`src/rtl/mdio_master_pkg.sv`:
```
package mdio_master_pkg;
  localparam logic [2:0] RIDX_MODE = 3'd0;
  localparam logic [2:0] RIDX_CMD  = 3'd1;
  localparam logic [2:0] RIDX_ADDR = 3'd2;
  localparam logic [2:0] RIDX_TXD  = 3'd3;
  localparam logic [2:0] RIDX_RXD  = 3'd4;
  localparam logic [2:0] RIDX_STAT = 3'd5;

  localparam int unsigned CMD_SCAN  = 0;
  localparam int unsigned CMD_READ  = 1;
  localparam int unsigned CMD_WRITE = 2;

  localparam int unsigned ST_LINKFAIL = 0;
  localparam int unsigned ST_BUSY     = 1;
  localparam int unsigned ST_INVALID  = 2;

  typedef enum logic [1:0] {
    JOB_NONE,
    JOB_WRITE,
    JOB_READ,
    JOB_SCAN
  } job_e;
endpackage

```
`src/rtl/mdio_clkgen.sv`:
```
module mdio_clkgen #(
  parameter int unsigned DIV_W = 8
) (
  input  logic             clk,
  input  logic             rst_n,
  input  logic [DIV_W-1:0] div_i,
  output logic             mdc_o,
  output logic             rise_o,
  output logic             fall_o
);
  localparam int unsigned HALF_W = DIV_W - 1;
  localparam logic [HALF_W-1:0] ONE = HALF_W'(1);

  logic [HALF_W-1:0] half;
  logic [HALF_W-1:0] cnt_q;
  logic              wrap;

  // bit 0 of the divider is dropped: half period is div/2, at least 1
  always_comb begin
    half = div_i[DIV_W-1:1];
    if (half == '0) half = ONE;
  end

  assign wrap   = (cnt_q >= (half - ONE));
  assign rise_o = wrap & ~mdc_o;
  assign fall_o = wrap &  mdc_o;

  always_ff @(posedge clk) begin
    if (!rst_n) begin
      cnt_q <= '0;
      mdc_o <= 1'b0;
    end else if (wrap) begin
      cnt_q <= '0;
      mdc_o <= ~mdc_o;
    end else begin
      cnt_q <= cnt_q + ONE;
    end
  end
endmodule

```
`src/rtl/mdio_frame_engine.sv`:
```
module mdio_frame_engine #(
  parameter int unsigned PHY_W   = 5,
  parameter int unsigned REG_W   = 5,
  parameter int unsigned DATA_W  = 16,
  parameter int unsigned PRE_LEN = 32
) (
  input  logic              clk,
  input  logic              rst_n,
  input  logic              start_i,
  input  logic              rd_i,
  input  logic              no_pre_i,
  input  logic [PHY_W-1:0]  phy_i,
  input  logic [REG_W-1:0]  reg_i,
  input  logic [DATA_W-1:0] wdata_i,
  input  logic              rise_i,
  input  logic              fall_i,
  input  logic              mdio_in_i,
  output logic              mdio_out_o,
  output logic              mdio_oe_o,
  output logic              active_o,
  output logic              done_o,
  output logic [DATA_W-1:0] rdata_o
);
  localparam int unsigned HDR_LEN   = 4 + PHY_W + REG_W;
  localparam int unsigned FRAME_LEN = HDR_LEN + 2 + DATA_W;
  localparam int unsigned MAX_LEN   = PRE_LEN + FRAME_LEN;
  localparam int unsigned IDX_W     = $clog2(MAX_LEN + 1);
  localparam logic [IDX_W-1:0] PRE_CNT    = IDX_W'(PRE_LEN);
  localparam logic [IDX_W-1:0] HDR_CNT    = IDX_W'(HDR_LEN);
  localparam logic [IDX_W-1:0] FRM_CNT    = IDX_W'(FRAME_LEN);
  localparam logic [IDX_W-1:0] SAMPLE_OFS = IDX_W'(HDR_LEN + 3);
  localparam logic [IDX_W-1:0] IDX_ONE    = IDX_W'(1);

  logic [FRAME_LEN-1:0] frame_q;
  logic [IDX_W-1:0]     idx_q;
  logic [IDX_W-1:0]     pre_q;
  logic [IDX_W-1:0]     end_idx;
  logic                 rd_q;
  logic                 active_q;
  logic                 out_q;
  logic                 oe_q;
  logic                 done_q;
  logic [DATA_W-1:0]    shift_q;
  logic                 in_pre;
  logic                 drive_bit;
  logic                 sample_now;

  assign end_idx    = pre_q + FRM_CNT;
  assign in_pre     = (idx_q < pre_q);
  // bits past the header of a read belong to the PHY
  assign drive_bit  = !rd_q || ((idx_q - pre_q) < HDR_CNT);
  // bit on the line is idx-1; data bits start at frame offset HDR+2
  assign sample_now = active_q && rd_q && (idx_q >= (pre_q + SAMPLE_OFS));

  always_ff @(posedge clk) begin
    if (!rst_n) begin
      frame_q  <= '0;
      idx_q    <= '0;
      pre_q    <= '0;
      rd_q     <= 1'b0;
      active_q <= 1'b0;
      out_q    <= 1'b0;
      oe_q     <= 1'b0;
      done_q   <= 1'b0;
      shift_q  <= '0;
    end else begin
      done_q <= 1'b0;
      if (!active_q) begin
        if (start_i) begin
          active_q <= 1'b1;
          idx_q    <= '0;
          pre_q    <= no_pre_i ? '0 : PRE_CNT;
          rd_q     <= rd_i;
          frame_q  <= {2'b01, (rd_i ? 2'b10 : 2'b01), phy_i, reg_i,
                       (rd_i ? 2'b11 : 2'b10), (wdata_i & {DATA_W{~rd_i}})};
        end
      end else if (fall_i) begin
        if (idx_q == end_idx) begin
          active_q <= 1'b0;
          oe_q     <= 1'b0;
          done_q   <= 1'b1;
        end else begin
          idx_q <= idx_q + IDX_ONE;
          if (in_pre) begin
            out_q <= 1'b1;
            oe_q  <= 1'b1;
          end else begin
            out_q   <= frame_q[FRAME_LEN-1];
            frame_q <= {frame_q[FRAME_LEN-2:0], 1'b0};
            oe_q    <= drive_bit;
          end
        end
      end else if (rise_i && sample_now) begin
        shift_q <= {shift_q[DATA_W-2:0], mdio_in_i};
      end
    end
  end

  assign mdio_out_o = out_q;
  assign mdio_oe_o  = oe_q;
  assign active_o   = active_q;
  assign done_o     = done_q;
  assign rdata_o    = shift_q;
endmodule

```
`src/rtl/mdio_cmd_ctrl.sv`:
```
module mdio_cmd_ctrl
  import mdio_master_pkg::*;
#(
  parameter int unsigned DATA_W   = 16,
  parameter int unsigned LINK_BIT = 2
) (
  input  logic              clk,
  input  logic              rst_n,
  input  logic              cmd_wr_i,
  input  logic [2:0]        cmd_old_i,
  input  logic [2:0]        cmd_new_i,
  input  logic              scan_req_i,
  input  logic              eng_active_i,
  input  logic              eng_done_i,
  input  logic [DATA_W-1:0] eng_rdata_i,
  output logic              start_o,
  output logic              start_rd_o,
  output logic              scan_sel_o,
  output logic              busy_o,
  output logic              invalid_o,
  output logic              link_fail_o,
  output logic [DATA_W-1:0] rx_data_o
);
  logic [2:0]        fresh;
  logic              start_host;
  logic              busy;
  logic              scan_on_q;
  logic              again_q;
  logic              invalid_q;
  logic              link_fail_q;
  logic [DATA_W-1:0] rx_q;
  job_e              job_q;
  job_e              job_next;

  assign fresh      = cmd_new_i & ~cmd_old_i;
  assign busy       = eng_active_i | scan_on_q | again_q;
  assign start_host = cmd_wr_i && !busy && (fresh != 3'b000);

  always_comb begin
    if (fresh[CMD_WRITE])     job_next = JOB_WRITE;
    else if (fresh[CMD_READ]) job_next = JOB_READ;
    else                      job_next = JOB_SCAN;
  end

  assign start_o    = start_host | again_q;
  assign start_rd_o = again_q | (job_next != JOB_WRITE);
  assign scan_sel_o = again_q | (job_next == JOB_SCAN);

  always_ff @(posedge clk) begin
    if (!rst_n) begin
      scan_on_q   <= 1'b0;
      again_q     <= 1'b0;
      invalid_q   <= 1'b0;
      link_fail_q <= 1'b0;
      rx_q        <= '0;
      job_q       <= JOB_NONE;
    end else begin
      again_q <= 1'b0;
      if (eng_done_i) begin
        if (job_q != JOB_WRITE) rx_q <= eng_rdata_i;
        if (job_q == JOB_SCAN) begin
          link_fail_q <= ~eng_rdata_i[LINK_BIT];
          invalid_q   <= 1'b0;
          if (scan_req_i) again_q   <= 1'b1;
          else            scan_on_q <= 1'b0;
        end
      end
      if (start_host) begin
        job_q <= job_next;
        if (job_next == JOB_SCAN) begin
          scan_on_q <= 1'b1;
          invalid_q <= 1'b1;
        end
      end
    end
  end

  assign busy_o      = busy;
  assign invalid_o   = invalid_q;
  assign link_fail_o = link_fail_q;
  assign rx_data_o   = rx_q;
endmodule

```
`src/rtl/mdio_master.sv`:
```
module mdio_master
  import mdio_master_pkg::*;
#(
  parameter int unsigned DIV_W    = 8,
  parameter int unsigned PHY_W    = 5,
  parameter int unsigned REG_W    = 5,
  parameter int unsigned DATA_W   = 16,
  parameter int unsigned PRE_LEN  = 32,
  parameter int unsigned BUS_W    = 32,
  parameter int unsigned SCAN_REG = 1,
  parameter int unsigned LINK_BIT = 2
) (
  input  logic             clk,
  input  logic             rst_n,
  input  logic             reg_wr,
  input  logic [2:0]       reg_addr,
  input  logic [BUS_W-1:0] reg_wdata,
  output logic [BUS_W-1:0] reg_rdata,
  output logic             mdc,
  output logic             mdio_out,
  output logic             mdio_oe,
  input  logic             mdio_in
);
  localparam int unsigned REGA_LSB = 8;
  localparam int unsigned NOPRE_BIT = DIV_W;
  localparam logic [REG_W-1:0] SCAN_ADDR = REG_W'(SCAN_REG);

  logic [DIV_W:0]    mode_q;
  logic [2:0]        cmd_q;
  logic [PHY_W-1:0]  phy_q;
  logic [REG_W-1:0]  rega_q;
  logic [DATA_W-1:0] tx_q;

  logic              cmd_wr;
  logic              mdc_rise;
  logic              mdc_fall;
  logic              eng_start;
  logic              eng_rd;
  logic              scan_sel;
  logic              eng_active;
  logic              eng_done;
  logic [DATA_W-1:0] eng_rdata;
  logic              st_busy;
  logic              st_invalid;
  logic              st_linkfail;
  logic [DATA_W-1:0] rx_data;

  assign cmd_wr = reg_wr && (reg_addr == RIDX_CMD);

  always_ff @(posedge clk) begin
    if (!rst_n) begin
      mode_q <= '0;
      cmd_q  <= '0;
      phy_q  <= '0;
      rega_q <= '0;
      tx_q   <= '0;
    end else if (reg_wr) begin
      case (reg_addr)
        RIDX_MODE: mode_q <= reg_wdata[DIV_W:0];
        RIDX_CMD:  cmd_q  <= reg_wdata[2:0];
        RIDX_ADDR: begin
          phy_q  <= reg_wdata[PHY_W-1:0];
          rega_q <= reg_wdata[REGA_LSB +: REG_W];
        end
        RIDX_TXD:  tx_q   <= reg_wdata[DATA_W-1:0];
        default: ;
      endcase
    end
  end

  always_comb begin
    reg_rdata = '0;
    case (reg_addr)
      RIDX_MODE: reg_rdata[DIV_W:0] = mode_q;
      RIDX_CMD:  reg_rdata[2:0] = cmd_q;
      RIDX_ADDR: begin
        reg_rdata[PHY_W-1:0]          = phy_q;
        reg_rdata[REGA_LSB +: REG_W]  = rega_q;
      end
      RIDX_TXD:  reg_rdata[DATA_W-1:0] = tx_q;
      RIDX_RXD:  reg_rdata[DATA_W-1:0] = rx_data;
      RIDX_STAT: begin
        reg_rdata[ST_LINKFAIL] = st_linkfail;
        reg_rdata[ST_BUSY]     = st_busy;
        reg_rdata[ST_INVALID]  = st_invalid;
      end
      default: ;
    endcase
  end

  mdio_clkgen #(.DIV_W(DIV_W)) u_clkgen (
    .clk    (clk),
    .rst_n  (rst_n),
    .div_i  (mode_q[DIV_W-1:0]),
    .mdc_o  (mdc),
    .rise_o (mdc_rise),
    .fall_o (mdc_fall)
  );

  mdio_cmd_ctrl #(.DATA_W(DATA_W), .LINK_BIT(LINK_BIT)) u_ctrl (
    .clk          (clk),
    .rst_n        (rst_n),
    .cmd_wr_i     (cmd_wr),
    .cmd_old_i    (cmd_q),
    .cmd_new_i    (reg_wdata[2:0]),
    .scan_req_i   (cmd_q[CMD_SCAN]),
    .eng_active_i (eng_active),
    .eng_done_i   (eng_done),
    .eng_rdata_i  (eng_rdata),
    .start_o      (eng_start),
    .start_rd_o   (eng_rd),
    .scan_sel_o   (scan_sel),
    .busy_o       (st_busy),
    .invalid_o    (st_invalid),
    .link_fail_o  (st_linkfail),
    .rx_data_o    (rx_data)
  );

  mdio_frame_engine #(
    .PHY_W(PHY_W), .REG_W(REG_W), .DATA_W(DATA_W), .PRE_LEN(PRE_LEN)
  ) u_engine (
    .clk        (clk),
    .rst_n      (rst_n),
    .start_i    (eng_start),
    .rd_i       (eng_rd),
    .no_pre_i   (mode_q[NOPRE_BIT]),
    .phy_i      (phy_q),
    .reg_i      (scan_sel ? SCAN_ADDR : rega_q),
    .wdata_i    (tx_q),
    .rise_i     (mdc_rise),
    .fall_i     (mdc_fall),
    .mdio_in_i  (mdio_in),
    .mdio_out_o (mdio_out),
    .mdio_oe_o  (mdio_oe),
    .active_o   (eng_active),
    .done_o     (eng_done),
    .rdata_o    (eng_rdata)
  );
endmodule

```
`config.mk`:
```
export PLATFORM = sky130hd
export DESIGN_NAME = mdio_master
export DESIGN_NICKNAME = d
export VERILOG_FILES = /design/src/rtl/mdio_master_pkg.sv /design/src/rtl/mdio_clkgen.sv /design/src/rtl/mdio_frame_engine.sv /design/src/rtl/mdio_cmd_ctrl.sv /design/src/rtl/mdio_master.sv
export SDC_FILE = /design/constraint.sdc
export NUM_CORES = 1
export LEC_CHECK = 0
export ABC_AREA = 1
export ABC_CLOCK_PERIOD_IN_PS = 2780
export BUFFER_PORTS_ARGS = -buffer_cell sky130_fd_sc_hd__buf_2
export CORE_ASPECT_RATIO = 0.75
export CORE_MARGIN = 3
export CORE_UTILIZATION = 54
export DETAILED_ROUTE_END_ITERATION = 10
export PLACE_DENSITY_LB_ADDON = 0.1
export SKIP_CTS_REPAIR_TIMING = 1
export SKIP_LAST_GASP = 1
export SLEW_MARGIN = 20
export SYNTH_ARGS = -nofsm -noshare
export SYNTH_HDL_FRONTEND = slang
export SYNTH_HIERARCHICAL = 1
export SYNTH_SLANG_ARGS = --single-unit
export TNS_END_PERCENT = 1
```
`constraint.sdc`:
```
create_clock -name clk -period 2.78 [get_ports clk]
set_input_delay 0.139 -clock clk [delete_from_list [all_inputs] [get_ports clk]]
set_output_delay 0.139 -clock clk [all_outputs]
set_load 0.01 [all_outputs]
```
==> flow_summary.toml <==
[setup_path]
critical_path.most_common_cell = "nand2_1"
crit_type = "reg -> reg"
critPathLaunchType = "register"
worstPathArrival_ns = 3.13
worst_ep_required_time_ns = 3.09
cp_slowest_stage_delay_ns = 0.32
cp_cell_sequence = "nor2_2 -> nand4_1 -> nand2_1 -> inv_2 -> ha_4 -> nand3_2 -> nor2_2 -> xnor2_1 -> ha_1 -> nand2_1 -> nand2_1 -> a21oi_2 -> nand2_2 -> nand2_2 -> inv_2 -> buf_6 -> nor3b_4 -> buf_6 -> clkbuf_16 -> nand3b_1 -> nand2_1 -> nor2_1"
worstPathMaxFanout = 8
cpMaxStageDelayCell = "dfxtp_2"
end_kind = "register"
cp_top_family = "simple AND/OR/NAND/NOR gates"
path_buf_inv = 5

[finish]
layout_commonest_cell = "nand2_1"
drive_above_1_share = 0.160
diodes = 0
final_cell_mix = "nand2_1 (251), nor2_1 (191), inv_1 (141)"
fin_cells = 1299
area_growth_pct = 16.4
num-nets-final = 1173
nFillCells = 1141

[floorplan]
core_sq_mm = 0.0126
dieWidth_um = 139
initial_core_util = 0.569
die_h_um = 106
die_area_sq_mm = 0.0147
rows = 35
ios = 74

[grt]
grt_pass1_wl_um = 28300
gr-usage-all-layers = 0.233
antenna_found_initial = 0
grt_max_degree = 60
grt_pass1_vias = 5812
overflow = 0

[logic_synthesis]
synth_cell_types = 41
seq_area_frac_synth = 0.360
syn_inst = 1071
synth_top_area_frac = 0.360
netlist_area_sq_mm = 0.00718
synth_area_leaders = "dfxtp_1 (36%), nand2_1 (13%), nor2_1 (10%)"
synth_area_leader_cell = "dfxtp_1"
synth_seq_cells = 129
yosys_warnings = 6
avgSynthCellArea_sq_um = 6.70

[pwr]
p_leak_nw = 3.88
cellPowerDensity_mw_per_mm2 = 586
vdd_drop_max_v = 0.000545

[sta]
tightest_slew_ns = 0.751
finalCritPeriodShare = 1.01
slew_violations = 0
clock_skew_ns = 0.0122
fin_ws_ns = -0.0356
setup_viol = 13
max_freq_mhz = 355
final.min_clock_period_ns = 2.82
rsz0062_at_grt = "yes"
holdWs_ns = -0.0576
max_slew_margin = 0.499
hold_violations = 7

[clock_network]
h-tree-depth = 4
cts.sinks = 129
root_buffer = "clkbuf_16"
clockBufferDepth = 2
cts_tree = "yes"
worstSkewPairLatency_ns = 0.42
cts_made_buffers = 17
path_clk_slew_ns = 0.06

[route]
wl_per_cell_um = 13.9
drc = 0
dr_total_vias = 6664
wl_um = 18000
viasPerCell = 5.13
dr.first_iter.drc_count = 516
firstDrtPassIters = 5
drtAntennaViolNets = 0

[min_path]
min_path_type = "in -> reg"

[run_status]
violations = "negative hold slack, negative setup slack"
status = "finished with violations"

[placed_design]
pre_cts_slack_ns = -0.106
place_congestion = 0.849
place_inst = 1253
dp_hpwl_um = 11500
numPortBuffers = 41

[run]
cap_violations = 0
## power breakdown
part | switching (mW) | internal [mW] | leakage, nW | total, mW
combinational | 0.369 | 0.247 | 2.55 | 0.616
sequential | 0.0538 | 1.92 | 1.05 | 1.97
clock | 0.890 | 1.42 | 0.286 | 2.31
## cells in the mapped netlist, drive strengths merged
| library cell | count |
|---|---|
| or2 | 3 |
| o21ai | 24 |
| nand3b | 17 |
| clkbuf | 11 |
| a22oi | 15 |
| buf | 60 |
| o21bai | 1 |
| nand3 | 44 |
| ha | 14 |
| a21oi | 33 |
| o31ai | 1 |
| dfxtp | 129 |
| nor2 | 223 |
| xnor2 | 8 |
| nand4 | 53 |
| xor2 | 3 |
| o211ai | 5 |
| nor3 | 5 |
| nand2 | 259 |
| conb | 1 |
| mux2i | 10 |
| inv | 151 |
| nor3b | 1 |
## worst reg2reg max path, cell delays in order (launching register included)
cell and delay, ns:
dfxtp_2 0.32, nor2_2 0.11, nand4_1 0.11, nand2_1 0.10, inv_2 0.06, ha_4 0.16, nand3_2 0.09, nor2_2 0.04
xnor2_1 0.12, ha_1 0.32, nand2_1 0.08, nand2_1 0.06, a21oi_2 0.11, nand2_2 0.07, nand2_2 0.07, inv_2 0.06
buf_6 0.12, nor3b_4 0.17, buf_6 0.18, clkbuf_16 0.17, nand3b_1 0.08, nand2_1 0.07, nor2_1 0.05
## cell families (layout without fill, tap and decap cells)
| group | Yosys count | after routing | synth area share |
|---|---|---|---|
| adders and majority gates | 14 | 14 | 0.0244 |
| xor gates and xnor gates | 11 | 11 | 0.0134 |
| other | 1 | 16 | 0.000522 |
| and+or+nand+nor | 605 | 605 | 0.378 |
| AOI/OAI and AO/OA | 79 | 79 | 0.0648 |
| muxes | 10 | 10 | 0.0139 |
| DFF | 129 | 129 | 0.360 |
| buffers and inverters | 222 | 269 | 0.145 |
## flip-flops by register name (all words and copies together) (netlist names)
| register | count |
|---|---|
| u_engine/active_o | 1 |
| u_engine/mdio_oe_o | 1 |
| u_clkgen/cnt_q | 7 |
| u_ctrl/again_q | 1 |
| u_ctrl/invalid_o | 1 |
| u_engine/rdata_o | 16 |
| u_ctrl/scan_on_q | 1 |
| u_engine/pre_q | 1 |
| u_engine/mdio_out_o | 1 |
| u_clkgen/mdc_o | 1 |
| rega_q | 5 |
| u_ctrl/link_fail_o | 1 |
| mode_q | 9 |
| u_ctrl/job_q | 2 |
| u_engine/idx_q | 7 |
| u_engine/rd_q | 1 |
| u_ctrl/rx_data_o | 16 |
| u_engine/done_o | 1 |
| u_engine/frame_q | 32 |
| tx_q | 16 |
| phy_q | 5 |
| cmd_q | 3 |
## per-layer routing
metal	wire length (um)	part of all wire	GRT usage
met1	9100	0.51	0.334
met2	7820	0.43	0.362
met3	967	0.054	0.0399
met4	129	0.0072	0.0628
met5	0	0	0
## final cells by class
cell class | instances | area, sq um | area share
well taps | 166 | 208 | 0.0249
clock inverters | 15 | 183 | 0.0219
repair buffers | 86 | 713 | 0.0854
clock buffers | 17 | 425 | 0.0509
multi-input cells | 735 | 3670 | 0.439
inverters | 151 | 569 | 0.0682
flip-flops and latches | 129 | 2580 | 0.309
## worst paths after layout
check                              startpoint                          endpoint  slack, ns  cells past startpoint
max reg2reg            mode_q[6]$_SDFFE_PN0P_  u_engine/rdata_o[9]$_SDFFE_PN0P_      -0.04                     22
max                    mode_q[6]$_SDFFE_PN0P_  u_engine/rdata_o[9]$_SDFFE_PN0P_      -0.04                     22
min                             reg_wdata[13]             tx_q[13]$_SDFFE_PN0P_      -0.06                      3
min reg2reg  u_engine/mdio_out_o$_SDFFE_PN0P_  u_engine/mdio_out_o$_SDFFE_PN0P_       0.46                      2
## through the flow
| stage | util | cell area, sq um | power [mW] | setup TNS (ns) |
|---|---|---|---|---|
| 2_1_floorplan | - | 7230 | 2.42 | 0 |
| 3_3_place_gp | 0.592 | 7470 | 2.56 | -0.256 |
| 3_5_place_dp | 0.592 | 7470 | 2.57 | -2.69 |
| 4_1_cts | 0.640 | 8080 | 4.87 | -4.53 |
| 5_1_grt | 0.662 | 8350 | 5.09 | -10.13 |
| 6_report | 0.662 | 8350 | 4.89 | -0.273 |
(Power assumes the default switching activity.)
